File: src/rtl/tmr_gen_pkg.sv
package tmr_gen_pkg;
  typedef enum logic [1:0] {
    REG_CFG    = 2'd0,
    REG_RELOAD = 2'd1,
    REG_CNT_LO = 2'd2,
    REG_CNT_HI = 2'd3
  } reg_idx_e;

  localparam int unsigned CFG_CNT_EN_BIT = 0;
  localparam int unsigned CFG_PRE_EN_BIT = 2;
endpackage

File: src/rtl/tmr_prescaler.sv
module tmr_prescaler #(
  parameter int unsigned PRE_W = 32
) (
  input  logic             clk_i,
  input  logic             rst_ni,
  input  logic             en_i,
  input  logic [PRE_W-1:0] reload_i,
  output logic             tick_o
);
  logic [PRE_W-1:0] div_q;
  logic             hit;

  // >= guards against a reload lowered below the running divider
  assign hit = (div_q >= reload_i);

  always_ff @(posedge clk_i or negedge rst_ni) begin
    if (!rst_ni) begin
      div_q  <= '0;
      tick_o <= 1'b0;
    end else if (!en_i) begin
      div_q  <= '0;
      tick_o <= 1'b0;
    end else begin
      div_q  <= hit ? '0 : div_q + 1'b1;
      tick_o <= hit;
    end
  end

  p_tick_off_r4: assert property (@(posedge clk_i) disable iff (!rst_ni)
    !en_i |=> !tick_o);
  p_tick_restart_r5: assert property (@(posedge clk_i) disable iff (!rst_ni)
    tick_o |-> (div_q == '0));
endmodule

File: src/rtl/tmr_free_counter.sv
module tmr_free_counter #(
  parameter int unsigned CNT_W = 64
) (
  input  logic             clk_i,
  input  logic             rst_ni,
  input  logic             en_i,
  output logic [CNT_W-1:0] cnt_o
);
  always_ff @(posedge clk_i or negedge rst_ni) begin
    if (!rst_ni)   cnt_o <= '0;
    else if (en_i) cnt_o <= cnt_o + 1'b1;
  end

  p_step_r2: assert property (@(posedge clk_i) disable iff (!rst_ni)
    en_i |=> (cnt_o == $past(cnt_o) + 1'b1));
  p_hold_r2: assert property (@(posedge clk_i) disable iff (!rst_ni)
    !en_i |=> $stable(cnt_o));
  p_wrap_r3: assert property (@(posedge clk_i) disable iff (!rst_ni)
    (en_i && (&cnt_o)) |=> (cnt_o == '0));
endmodule

File: src/rtl/tmr_gen_regs.sv
module tmr_gen_regs
  import tmr_gen_pkg::*;
#(
  parameter int unsigned DATA_W = 32,
  parameter int unsigned PRE_W  = 32,
  parameter int unsigned CNT_W  = 64
) (
  input  logic              clk_i,
  input  logic              rst_ni,
  input  logic              req_i,
  input  logic              we_i,
  input  logic [1:0]        addr_i,
  input  logic [DATA_W-1:0] wdata_i,
  output logic [DATA_W-1:0] rdata_o,
  output logic              rvalid_o,
  input  logic [CNT_W-1:0]  cnt_i,
  output logic              cnt_en_o,
  output logic              pre_en_o,
  output logic [PRE_W-1:0]  reload_o
);
  localparam int unsigned HALF_W = CNT_W / 2;

  logic              wr, rd;
  logic [HALF_W-1:0] shadow_q;
  logic [DATA_W-1:0] rd_mux;

  assign wr = req_i && we_i;
  assign rd = req_i && !we_i;

  always_ff @(posedge clk_i or negedge rst_ni) begin
    if (!rst_ni) begin
      cnt_en_o <= 1'b0;
      pre_en_o <= 1'b0;
      reload_o <= '0;
    end else if (wr) begin
      if (reg_idx_e'(addr_i) == REG_CFG) begin
        cnt_en_o <= wdata_i[CFG_CNT_EN_BIT];
        pre_en_o <= wdata_i[CFG_PRE_EN_BIT];
      end
      if (reg_idx_e'(addr_i) == REG_RELOAD) reload_o <= wdata_i[PRE_W-1:0];
    end
  end

  always_comb begin
    rd_mux = '0;
    unique case (reg_idx_e'(addr_i))
      REG_CFG: begin
        rd_mux[CFG_CNT_EN_BIT] = cnt_en_o;
        rd_mux[CFG_PRE_EN_BIT] = pre_en_o;
      end
      REG_RELOAD: rd_mux[PRE_W-1:0] = reload_o;
      REG_CNT_LO: rd_mux = cnt_i[HALF_W-1:0];
      REG_CNT_HI: rd_mux = shadow_q;
      default:    rd_mux = '0;
    endcase
  end

  always_ff @(posedge clk_i or negedge rst_ni) begin
    if (!rst_ni) begin
      shadow_q <= '0;
      rdata_o  <= '0;
      rvalid_o <= 1'b0;
    end else begin
      rvalid_o <= rd;
      if (rd) rdata_o <= rd_mux;
      if (rd && reg_idx_e'(addr_i) == REG_CNT_LO) shadow_q <= cnt_i[CNT_W-1:HALF_W];
    end
  end

  p_rvalid_r8: assert property (@(posedge clk_i) disable iff (!rst_ni)
    rd |=> rvalid_o);
  p_rvalid_idle_r8: assert property (@(posedge clk_i) disable iff (!rst_ni)
    !rd |=> !rvalid_o);
  p_shadow_r6: assert property (@(posedge clk_i) disable iff (!rst_ni)
    (rd && addr_i == 2'd2) |=> (shadow_q == $past(cnt_i[CNT_W-1:HALF_W])));
endmodule

File: src/rtl/tmr_gen_block.sv
module tmr_gen_block #(
  parameter int unsigned DATA_W = 32,
  parameter int unsigned CNT_W  = 2 * DATA_W,
  parameter int unsigned PRE_W  = DATA_W
) (
  input  logic              clk_i,
  input  logic              rst_ni,
  input  logic              req_i,
  input  logic              we_i,
  input  logic [1:0]        addr_i,
  input  logic [DATA_W-1:0] wdata_i,
  output logic [DATA_W-1:0] rdata_o,
  output logic              rvalid_o,
  output logic              tick_o
);
  logic             cnt_en, pre_en;
  logic [PRE_W-1:0] reload;
  logic [CNT_W-1:0] cnt;

  initial begin
    assert (CNT_W == 2 * DATA_W) else $error("CNT_W must be twice DATA_W");
    assert (PRE_W <= DATA_W && DATA_W > 2) else $error("bad PRE_W/DATA_W");
  end

  tmr_gen_regs #(.DATA_W(DATA_W), .PRE_W(PRE_W), .CNT_W(CNT_W)) u_regs (
    .clk_i, .rst_ni, .req_i, .we_i, .addr_i, .wdata_i, .rdata_o, .rvalid_o,
    .cnt_i(cnt), .cnt_en_o(cnt_en), .pre_en_o(pre_en), .reload_o(reload)
  );

  tmr_free_counter #(.CNT_W(CNT_W)) u_cnt (
    .clk_i, .rst_ni, .en_i(cnt_en), .cnt_o(cnt)
  );

  tmr_prescaler #(.PRE_W(PRE_W)) u_pre (
    .clk_i, .rst_ni, .en_i(pre_en), .reload_i(reload), .tick_o
  );
endmodule

File: config.mk
export PLATFORM = sky130hd
export DESIGN_NAME = tmr_gen_block
export DESIGN_NICKNAME = d
export VERILOG_FILES = /design/src/rtl/tmr_gen_pkg.sv /design/src/rtl/tmr_prescaler.sv /design/src/rtl/tmr_free_counter.sv /design/src/rtl/tmr_gen_regs.sv /design/src/rtl/tmr_gen_block.sv
export SDC_FILE = /design/constraint.sdc
export NUM_CORES = 1
export LEC_CHECK = 0
export ABC_AREA = 1
export CAP_MARGIN = 20
export CORE_ASPECT_RATIO = 1.4
export CORE_MARGIN = 1.5
export CORE_UTILIZATION = 38
export DETAILED_ROUTE_END_ITERATION = 8
export PLACE_DENSITY = 0.58
export SETUP_SLACK_MARGIN = 0.02
export SLEW_MARGIN = 15
export SYNTH_ARGS = -nofsm -noshare
export SYNTH_HDL_FRONTEND = slang
export SYNTH_SLANG_ARGS = --single-unit
export TNS_END_PERCENT = 10
File: constraint.sdc
create_clock -name clk_i -period 3.53 [get_ports clk_i]
set_input_delay 0.706 -clock clk_i [delete_from_list [all_inputs] [get_ports clk_i]]
set_output_delay 0.706 -clock clk_i [all_outputs]
set_load 0.05 [all_outputs]
* After elaboration in Yosys (flattened, before gate mapping)
Cells that the tools add are included.
Storage, ports and cells: register bits after elaboration 196, latch bits 0, bits in writable memories 0, ROM bits 0, input bits 38, output and inout port bits 34, word-level logic and storage cells 29, memories 0
Operators by class: add/subtract/negate cells 2, $mul 0, divide/modulo/power cells 0, $lt $le $gt $ge 1, equality and inequality tests 3, shifts and indexed selects 0, mux-type cells 7, bitwise logic cells 0, reduce and logical (&&, ||, !) cells 7
Operator list (count):
- $pmux 29 s3 | 1
- $add 64x1->64 const B | 1
- $mux 32 | 2
- $add 32x1->32 const B | 1
- $ge 32x32->1 | 1
- $pmux 1 s4 | 2
- $eq 2x2->1 const B | 2
- $reduce_and 2->1 | 2
- $logic_and 1x1->1 | 3
- $pmux 1 s3 | 1
- $eq 2x1->1 const B | 1
- $logic_not 2->1 | 1
- $logic_not 1->1 | 1
- $mux 1 | 1

* Depth between registers and ports, before layout
Gate-level depths: netlist of the first run.
depth after elaboration 3, mapped depth 15, gate-level depth less buffers 14

* Hierarchy
From an unflattened synthesis of the first run, not the netlist that was laid out.
Unflattened totals: cells, all modules 1477, area, all modules 11116.9 um2
By module, submodules not included:
- tmr_gen_regs | times used 1, cells an instance 579, area an instance 4549.4 um2, seq. area each 2477.4 um2
- tmr_free_counter | times used 1, cells an instance 500, area an instance 3769.9 um2, seq. area each 1601.5 um2
- tmr_prescaler | times used 1, cells an instance 398, area an instance 2797.7 um2, seq. area each 825.8 um2

* Worst setup path before layout of the first run
Ideal clock, no wire load.
path kind input port to flip-flop, from input port req_i, to register u_regs.rdata_o[25], setup time 125 ps, arrival time 1671 ps, required time 3405 ps, slack 1734 ps, cell stages on the path 4, path buffers 1, cell sequence inv_1 > nor2_2 > clkbuf_1 > mux2_2
Between the ends: cells in the longest elaborated chain, start to end 1
Ends and longest elaborated chain:
- from (decl) | line tmr_gen_block.sv:8 | input logic req_i,
- $logic_and 1x1->1 | line tmr_gen_regs.sv:28 | assign rd = req_i && !we_i;
- via u_regs.rd | line tmr_gen_regs.sv:23 | logic wr, rd;
- to (signal assigned) | line tmr_gen_regs.sv:65 | if (rd) rdata_o <= rd_mux;
- to (decl) | line tmr_gen_regs.sv:14 | output logic [DATA_W-1:0] rdata_o,
The timed path passes the listed nets, and every way through them passes these cells. A chain may end at the register's enable or synchronous reset.

* Worst setup path in the final report of the first run
from register u_regs.rdata_o[16], to output port rdata_o[16]
RTL lines:
- to (decl) | line tmr_gen_block.sv:12 | output logic [DATA_W-1:0] rdata_o,
No word-level cell between the ends.

==> load_flow_metrics.sql, run 1 <==
INSERT INTO impl_metrics (metric_group, metric, value, unit) VALUES
('synthesis', 'number_of_warnings_printed_during_yosys_synthesis', '0', ''),
('clock_tree', 'cts_hold_buffers', '0', ''),
('setup_path', 'cpMaxStageDelayCell', 'sky130_fd_sc_hd__clkdlybuf4s50_1', ''),
('power', 'cellPowerDensity', '451.8', 'nW/um^2'),
('clock_tree', 'cts_tree', 'built', ''),
('clock_tree', 'cts.htree.levels', '4', ''),
('clock_tree', 'cts-root-buf', 'sky130_fd_sc_hd__clkbuf_16', ''),
('global_route', 'grt_first_pass_wirelength', '46.46', 'mm'),
('floorplan', 'design.core.area', '27010', 'sq um'),
('setup_path', 'setup.worst_path.start_class', 'flop', ''),
('sta', 'post-route-min-period', '2375', 'ps'),
('setup_path', 'cp_max_fo', '2', ''),
('power', 'leakagePower', '5.575', 'nW'),
('outcome', 'outcome', 'complete, no violations', ''),
('sta', 'final.setup.tns', '0', 'ps'),
('synthesis', 'ys_seq_elements', '196', ''),
('clock_tree', 'cts.sinks', '196', ''),
('setup_path', 'cp_num_buf_inv', '1', ''),
('global_route', 'globalRoute.totalOverflow', '0', ''),
('setup_path', 'critical_path_required', '2820', 'ps'),
('sta', 'endpoints_failing_setup', '0', ''),
('layout', 'drive_above_1_share', '0.08382', ''),
('hold_path', 'hold_path_class', 'in -> async', ''),
('synthesis', 'synth.distinct_cells', '41', ''),
('detailed_routing', 'wire_per_inst', '16.81', 'um'),
('sta', 'final_min_period_over_clock_period', '0.6729', ''),
('layout', 'multi_input_area', '4901', 'sq um'),
('synthesis', 'synth.avg_cell_area', '8.215', 'sq um'),
('detailed_routing', 'drc_errors', '0', ''),
('sta', 'rsz0062_at_grt', 'no', ''),
('clock_tree', 'clk_pin_slew', '80', 'ps'),
('placement', 'place.port_buffers', '71', ''),
('sta', 'hold_violations', '0', ''),
('synthesis', 'synth_enable_flop_cells', '0', ''),
('global_route', 'grt_antenna_before_repair', '0', ''),
('global_route', 'grt_start_max_net_pins', '73', ''),
('global_route', 'via_count_of_the_first_global_routing_pass', '8779', ''),
('setup_path', 'rr_startpoint', 'u_pre.div_q[23]$_DFF_PN0_', ''),
('floorplan', 'floorplan.die.height', '199.5', 'um'),
('floorplan', 'top_level_i_o_count', '72', ''),
('synthesis', 'synthesis.area', '10480', 'sq um'),
('synthesis', 'sequential_share_of_the_synthesized_area', '0.4679', ''),
('sta', 'timing.max_slew.rel_slack', '0.5036', ''),
('setup_path', 'crit_family', 'buffers and inverters', ''),
('synthesis', 'syn_nets', '1348', ''),
('setup_path', 'cp_data_arrival_time', '1670', 'ps'),
('clock_tree', 'cts_max_path_buffers', '2', ''),
('floorplan', 'fp.dieArea', '28610', 'sq um'),
('layout', 'final-seq-area', '4905', 'sq um'),
('floorplan', 'die_width', '143.4', 'um'),
('synthesis', 'ys.flop_type', 'sky130_fd_sc_hd__dfrtp_1', ''),
('job', 'max_cap_violations', '0', ''),
('setup_path', 'worst_path_largest_cell_delay', '820', 'ps'),
('detailed_routing', 'routed_wirelength', '28.99', 'mm'),
('detailed_routing', 'drt_iter0_markers', '443', ''),
('sta', 'final_clock_skew', '11.59', 'ps'),
('layout', 'antenna_fix_cells', '0', ''),
('floorplan', 'initial_cell_density_of_the_core', '0.3882', ''),
('setup_path', 'timing.critical_path.cells', 'clkdlybuf4s50_1', ''),
('clock_tree', 'cts_resized', '0', ''),
('sta', 'tightestPinTransition', '741.9', 'ps'),
('synthesis', 'synthCells', '1276', ''),
('layout', 'areaGrowthSynthToFinish', '17.04', '%'),
('placement', 'place.gp.congestion', '0.8955', ''),
('setup_path', 'startpoint', 'u_regs.rdata_o[16]$_DFFE_PN0P_', ''),
('sta', 'fmax', '421.0', 'MHz'),
('detailed_routing', 'first_pass_iters', '4', ''),
('placement', 'placed_wire_length_estimate_after_detailed_placement', '22.52', 'mm'),
('global_route', 'grt_usage', '0.2133', ''),
('detailed_routing', 'avgViaCountPerCell', '5.017', ''),
('setup_path', 'timing.critical_path.to_type', 'primary output', ''),
('setup_path', 'timing.setup.critical_path_class', 'reg -> out', ''),
('sta', 'maxSlewViolCount', '0', ''),
('clock_tree', 'cts_buffers', '17', ''),
('detailed_routing', 'route.vias.total', '8654', ''),
('synthesis', 'async_flop_share', '1.000', ''),
('layout', 'fillerInstances', '2709', ''),
('clock_tree', 'postCtsSetupRepairBufs', '0', ''),
('layout', 'final_net_count', '1419', ''),
('detailed_routing', 'drt.antenna.violating_nets', '0', ''),
('power', 'max-vdd-ir-drop', '0.0003136', 'V'),
('floorplan', 'placement_rows', '71', ''),
('clock_tree', 'clk_latency', '440', 'ps'),
('power', 'design_power_total', '5.544', 'mW');
## layout make-up
type                       count  area share
sequential                   196      0.3998
multi-input combinational    900      0.3994
clock inverter                11     0.01203
clock buffer                  21     0.03834
tap                          365     0.03722
inverter                     149     0.04558
timing repair buffer          83     0.06761
## worst paths after layout
path,to,depth (start not counted),slack (ps)
setup / recovery,rdata_o[16],1,1150
hold / removal,u_regs.rdata_o[3]$_DFFE_PN0P_,1,250
hold reg to reg,u_cnt.cnt_o[61]$_DFFE_PN0P_,2,470
max in group asynchronous,u_regs.shadow_q[21]$_DFFE_PN0P_,2,2480
min in group clk_i,u_cnt.cnt_o[61]$_DFFE_PN0P_,2,470
setup reg to reg,u_pre.div_q[28]$_DFF_PN0_,9,1170
## Yosys cell counts (5+ instances only)
cell	instances	area [sq um]
sky130_fd_sc_hd__nand2_2	5	31.28
sky130_fd_sc_hd__dfrtp_1	196	4905
sky130_fd_sc_hd__a21o_1	6	45.04
sky130_fd_sc_hd__xnor2_1	8	70.07
sky130_fd_sc_hd__o221ai_1	15	131.4
sky130_fd_sc_hd__a21oi_1	53	265.3
sky130_fd_sc_hd__xor2_1	41	359.1
sky130_fd_sc_hd__nor2_2	7	43.79
sky130_fd_sc_hd__nand2_1	305	1145
sky130_fd_sc_hd__nand4_1	22	137.6
sky130_fd_sc_hd__nor3_1	32	160.2
sky130_fd_sc_hd__clkbuf_1	24	90.09
sky130_fd_sc_hd__inv_1	146	548.0
sky130_fd_sc_hd__o211ai_1	15	112.6
sky130_fd_sc_hd__nor2_4	9	101.4
sky130_fd_sc_hd__mux2_2	33	371.6
sky130_fd_sc_hd__nand3_1	69	345.3
sky130_fd_sc_hd__ha_1	34	425.4
sky130_fd_sc_hd__nor2_1	170	638.1
sky130_fd_sc_hd__o21ai_0	44	220.2
## metrics by stage
step                      cells  area [sq um]    util  setup slack, ps  hold slack [ps]
after global routing       1725         12270  0.4543            945.6            290.1
after detailed placement   1693         11650  0.4314            893.4            463.4
final                      1725         12270  0.4543             1155            249.2
after global placement     1693         11650  0.4314            966.1            455.5
after CTS                  1725         12270  0.4543             1107            276.6
after floorplan            1276         10480       -             1734            410.4
## sequential cells by signal (all words and copies together) (netlist names)
name and count:
u_regs.shadow_q 32, u_cnt.cnt_o 64, u_regs.rvalid_o 1, u_pre.div_q 32, u_regs.cnt_en_o 1, u_regs.pre_en_o 1, u_pre.tick_o 1, u_regs.rdata_o 32
u_regs.reload_o 32
## logic make-up (layout without fill, tap and decap cells)
family                   after synthesis  after routing  share of synthesized area
AO/OA/AOI/OAI                        142            142                    0.08033
buffers and inverters                180            264                    0.06529
multiplexers                          33             33                    0.03545
AND/OR/NAND/NOR                      642            642                     0.2695
XOR/XNOR                              49             49                    0.04094
adder cells (fa/ha/maj)               34             34                    0.04058
flip-flops                           196            196                     0.4679
## cells in the final DEF (no fill, tap or decap), drive strengths merged, types with 12 or more instances in the layout
cell and instances:
buf 12, dfrtp 196, clkdlybuf4s50 70, o21ai 44
nand4 24, nor2 186, clkbuf 22, xor2 41
nor3 34, o211ai 15, a21oi 53, inv 151
mux2 33, nand2 310, nand3 74, o221ai 15
ha 34
## layer usage
layer	vias up	global-route usage	part of all wire
met3	50	0.02756	0.024
li1	4278	-	-
met1	4180	0.2502	0.42
met4	0	0.08806	0.033
met2	146	0.3885	0.52
met5	-	0	0
## power breakdown
group          internal [mW]  switching (mW)  total (mW)
Sequential              2.42           0.135        2.56
Combinational          0.329           0.608       0.937
Clock                   1.18           0.875        2.05
Total                   3.93            1.62        5.54
Power figures use the tool's default switching activity.
==> inputs of run 2 (changes only) <==
==> constraint.sdc (replaced) <==
create_clock -name clk_i -period 2.4 [get_ports clk_i]
set_input_delay 0.48 -clock clk_i [delete_from_list [all_inputs] [get_ports clk_i]]
set_output_delay 0.48 -clock clk_i [all_outputs]
set_load 0.05 [all_outputs]
==> run 2 against run 1 <==
Final cell count rose by 0.70%. Clock-buffer cell count did not move. Hold slack got worse by 250 ps. Sequential power increased by 46%. Register-to-register slack worse by 800 ps. Design area up 1.1%. Critical path depth unchanged. Combinational power up 52%. Non-clock buffer count grew 12.
==> load_flow_metrics.sql, run 2 (synthesis results as in run 1) <==
INSERT INTO impl_metrics (metric_group, metric, value, unit) VALUES
('outcome', 'outcome', 'complete, no violations', ''),
('sta', 'fmax', '466.6', 'MHz'),
('sta', 'final_clock_skew', '10.93', 'ps'),
('setup_path', 'critPathCapture', 'rdata_o[8]', ''),
('clock_tree', 'postCtsSetupRepairBufs', '0', ''),
('sta', 'layout_setup_ws', '256.7', 'ps'),
('clock_tree', 'cts.htree.levels', '4', ''),
('layout', 'drive_above_1_share', '0.09111', ''),
('detailed_routing', 'route.vias.total', '8724', ''),
('sta', 'final_min_period_over_clock_period', '0.8930', ''),
('setup_path', 'reg2regPathDepth', '10', ''),
('layout', 'largest_register', 'u_cnt.cnt_o', ''),
('setup_path', 'timing.critical_path.cells', 'clkdlybuf4s50_1', ''),
('placement', 'place.gp.congestion', '0.9242', ''),
('detailed_routing', 'wire_per_inst', '16.92', 'um'),
('global_route', 'globalRoute.totalOverflow', '0', ''),
('layout', 'final_net_count', '1431', ''),
('clock_tree', 'cts.sinks', '196', ''),
('setup_path', 'setup.worst_path.start_class', 'flop', ''),
('setup_path', 'startpoint', 'u_regs.rdata_o[8]$_DFFE_PN0P_', ''),
('setup_path', 'worstReg2RegEnd', 'u_pre.div_q[16]$_DFF_PN0_', ''),
('floorplan', 'placement_rows', '71', ''),
('clock_tree', 'cts_tree', 'built', ''),
('clock_tree', 'cts-root-buf', 'sky130_fd_sc_hd__clkbuf_16', ''),
('sta', 'endpoints_failing_setup', '0', ''),
('clock_tree', 'clk_latency', '440', 'ps'),
('setup_path', 'worst_path_largest_cell_delay', '840', 'ps'),
('floorplan', 'floorplan.die.height', '199.5', 'um'),
('layout', 'areaGrowthSynthToFinish', '18.30', '%'),
('detailed_routing', 'drc_errors', '0', ''),
('setup_path', 'cp_data_arrival_time', '1660', 'ps'),
('placement', 'placed_wire_length_estimate_after_detailed_placement', '22.94', 'mm'),
('power', 'cellPowerDensity', '657.8', 'nW/um^2'),
('layout', 'fillerInstances', '2768', ''),
('setup_path', 'crit_family', 'buffers and inverters', ''),
('setup_path', 'rr_startpoint', 'u_pre.div_q[1]$_DFF_PN0_', ''),
('clock_tree', 'cts_hold_buffers', '0', ''),
('hold_path', 'hold_path_class', 'in -> async', ''),
('detailed_routing', 'first_pass_iters', '5', ''),
('power', 'max-vdd-ir-drop', '0.0004415', 'V'),
('placement', 'place_worst_setup_slack', '353.5', 'ps'),
('job', 'max_cap_violations', '0', ''),
('clock_tree', 'cts_resized', '0', ''),
('setup_path', 'worst-r2r-setup-slack', '370', 'ps'),
('floorplan', 'design.core.area', '27010', 'sq um'),
('global_route', 'grt_start_max_net_pins', '54', ''),
('clock_tree', 'cts_max_path_buffers', '2', ''),
('layout', 'largest_reg_flops', '64', ''),
('setup_path', 'cp_max_fo', '2', ''),
('setup_path', 'timing.critical_path.to_type', 'primary output', ''),
('sta', 'timing.max_slew.rel_slack', '0.6171', ''),
('setup_path', 'cp_num_buf_inv', '1', ''),
('detailed_routing', 'drt_iter0_markers', '473', ''),
('detailed_routing', 'drt.antenna.violating_nets', '0', ''),
('layout', 'layout_common_cells', '304 x sky130_fd_sc_hd__nand2_1, 196 x sky130_fd_sc_hd__dfrtp_1, 170 x sky130_fd_sc_hd__nor2_1, 146 x sky130_fd_sc_hd__inv_1, 70 x sky130_fd_sc_hd__clkdlybuf4s50_1', ''),
('placement', 'place.port_buffers', '71', ''),
('detailed_routing', 'avgViaCountPerCell', '5.022', ''),
('floorplan', 'initial_cell_density_of_the_core', '0.3882', ''),
('global_route', 'grt_usage', '0.2188', ''),
('sta', 'hold_violations', '0', ''),
('sta', 'tightestPinTransition', '569.9', 'ps'),
('setup_path', 'cpMaxStageDelayCell', 'sky130_fd_sc_hd__clkdlybuf4s50_1', ''),
('global_route', 'grt_antenna_before_repair', '0', ''),
('floorplan', 'die_width', '143.4', 'um'),
('sta', 'post-route-min-period', '2143', 'ps'),
('floorplan', 'top_level_i_o_count', '72', ''),
('power', 'leakagePower', '5.643', 'nW'),
('sta', 'rsz0062_at_grt', 'no', ''),
('global_route', 'grt_first_pass_wirelength', '47.01', 'mm'),
('setup_path', 'timing.setup.critical_path_class', 'reg -> out', ''),
('setup_path', 'critical_path_required', '1920', 'ps'),
('layout', 'layout.cells.most_common', 'sky130_fd_sc_hd__nand2_1', ''),
('layout', 'antenna_fix_cells', '0', ''),
('clock_tree', 'cts_buffers', '17', ''),
('floorplan', 'fp.dieArea', '28610', 'sq um'),
('layout', 'layout.core_utilization', '0.4592', ''),
('global_route', 'via_count_of_the_first_global_routing_pass', '8799', ''),
('sta', 'maxSlewViolCount', '0', ''),
('clock_tree', 'clk_pin_slew', '70', 'ps'),
('detailed_routing', 'routed_wirelength', '29.39', 'mm'),
('setup_path', 'critical_path_cell_count', '1', ''),
('sta', 'final.setup.tns', '0', 'ps');
run 2: changes by cell type in the layout (fill, tap and decap cells not counted):
cell | previous run | this run
sky130_fd_sc_hd__clkbuf_1 | 1 | 2
sky130_fd_sc_hd__clkbuf_8 | 4 | 3
sky130_fd_sc_hd__clkinv_4 | 2 | 1
sky130_fd_sc_hd__clkinvlp_4 | 1 | 3
sky130_fd_sc_hd__buf_12 | 2 | 6
sky130_fd_sc_hd__buf_4 | 10 | 18
sky130_fd_sc_hd__clkinv_2 | 3 | 2
run 2: per-layer routing:
| metal | global-route usage | share of wire |
|---|---|---|
| met5 | 0 | 0 |
| met2 | 0.3933 | 0.52 |
| met3 | 0.02900 | 0.033 |
| met4 | 0.1002 | 0.041 |
| met1 | 0.2566 | 0.41 |
run 2: report_power, final:
part           total (mW)  internal (mW)  switching (mW)
logic                1.42          0.515           0.909
clock network        3.00           1.70            1.29
registers            3.74           3.56           0.176
total                8.16           5.78            2.38
run 2: area by class of cell:
type / count / area, sq um / share of cell area
clock buffer: 21 / 460.4 / 0.03713
clock inverter: 11 / 148.9 / 0.01201
inverter: 149 / 559.3 / 0.04510
multi-input combinational: 900 / 4901 / 0.3952
sequential: 196 / 4905 / 0.3955
tap: 365 / 456.7 / 0.03683
timing repair buffer: 95 / 969.7 / 0.07820
run 2: worst min path at each step:
stage / end / slack (ps) / depth (start not counted)
finish: u_regs.rdata_o[1]$_DFFE_PN0P_ / 4 / 1
global route: u_regs.shadow_q[5]$_DFFE_PN0P_ / 40 / 1
CTS: u_cnt.cnt_o[44]$_DFFE_PN0P_ / 20 / 1
detailed placement: u_regs.shadow_q[23]$_DFFE_PN0P_ / 460 / 2
global placement: u_cnt.cnt_o[63]$_DFFE_PN0P_ / 450 / 2
floorplan: u_cnt.cnt_o[0]$_DFFE_PN0P_ / 180 / 0
run 2: stage by stage:
stage          total power [mW]  cell area [sq um]  hold WS (ps)  cells
3_3_place_gp              5.217              11790         452.8   1705
5_1_grt                   8.517              12400         35.23   1737
2_1_floorplan             4.628              10480         184.4   1276
3_5_place_dp              5.237              11790         459.1   1705
6_report                  8.157              12400         4.046   1737
4_1_cts                   8.246              12400         19.55   1737
==> inputs of run 3 (changes only) <==
--- a/config.mk
+++ b/config.mk
@@ -13,7 +13,6 @@
 export DETAILED_ROUTE_END_ITERATION = 8
 export PLACE_DENSITY = 0.58
 export SETUP_SLACK_MARGIN = 0.02
-export SLEW_MARGIN = 15
 export SYNTH_ARGS = -nofsm -noshare
 export SYNTH_HDL_FRONTEND = slang
 export SYNTH_SLANG_ARGS = --single-unit
==> results of run 3 <==
No change in the layout: final DEF, timing and power equal those of run 2.
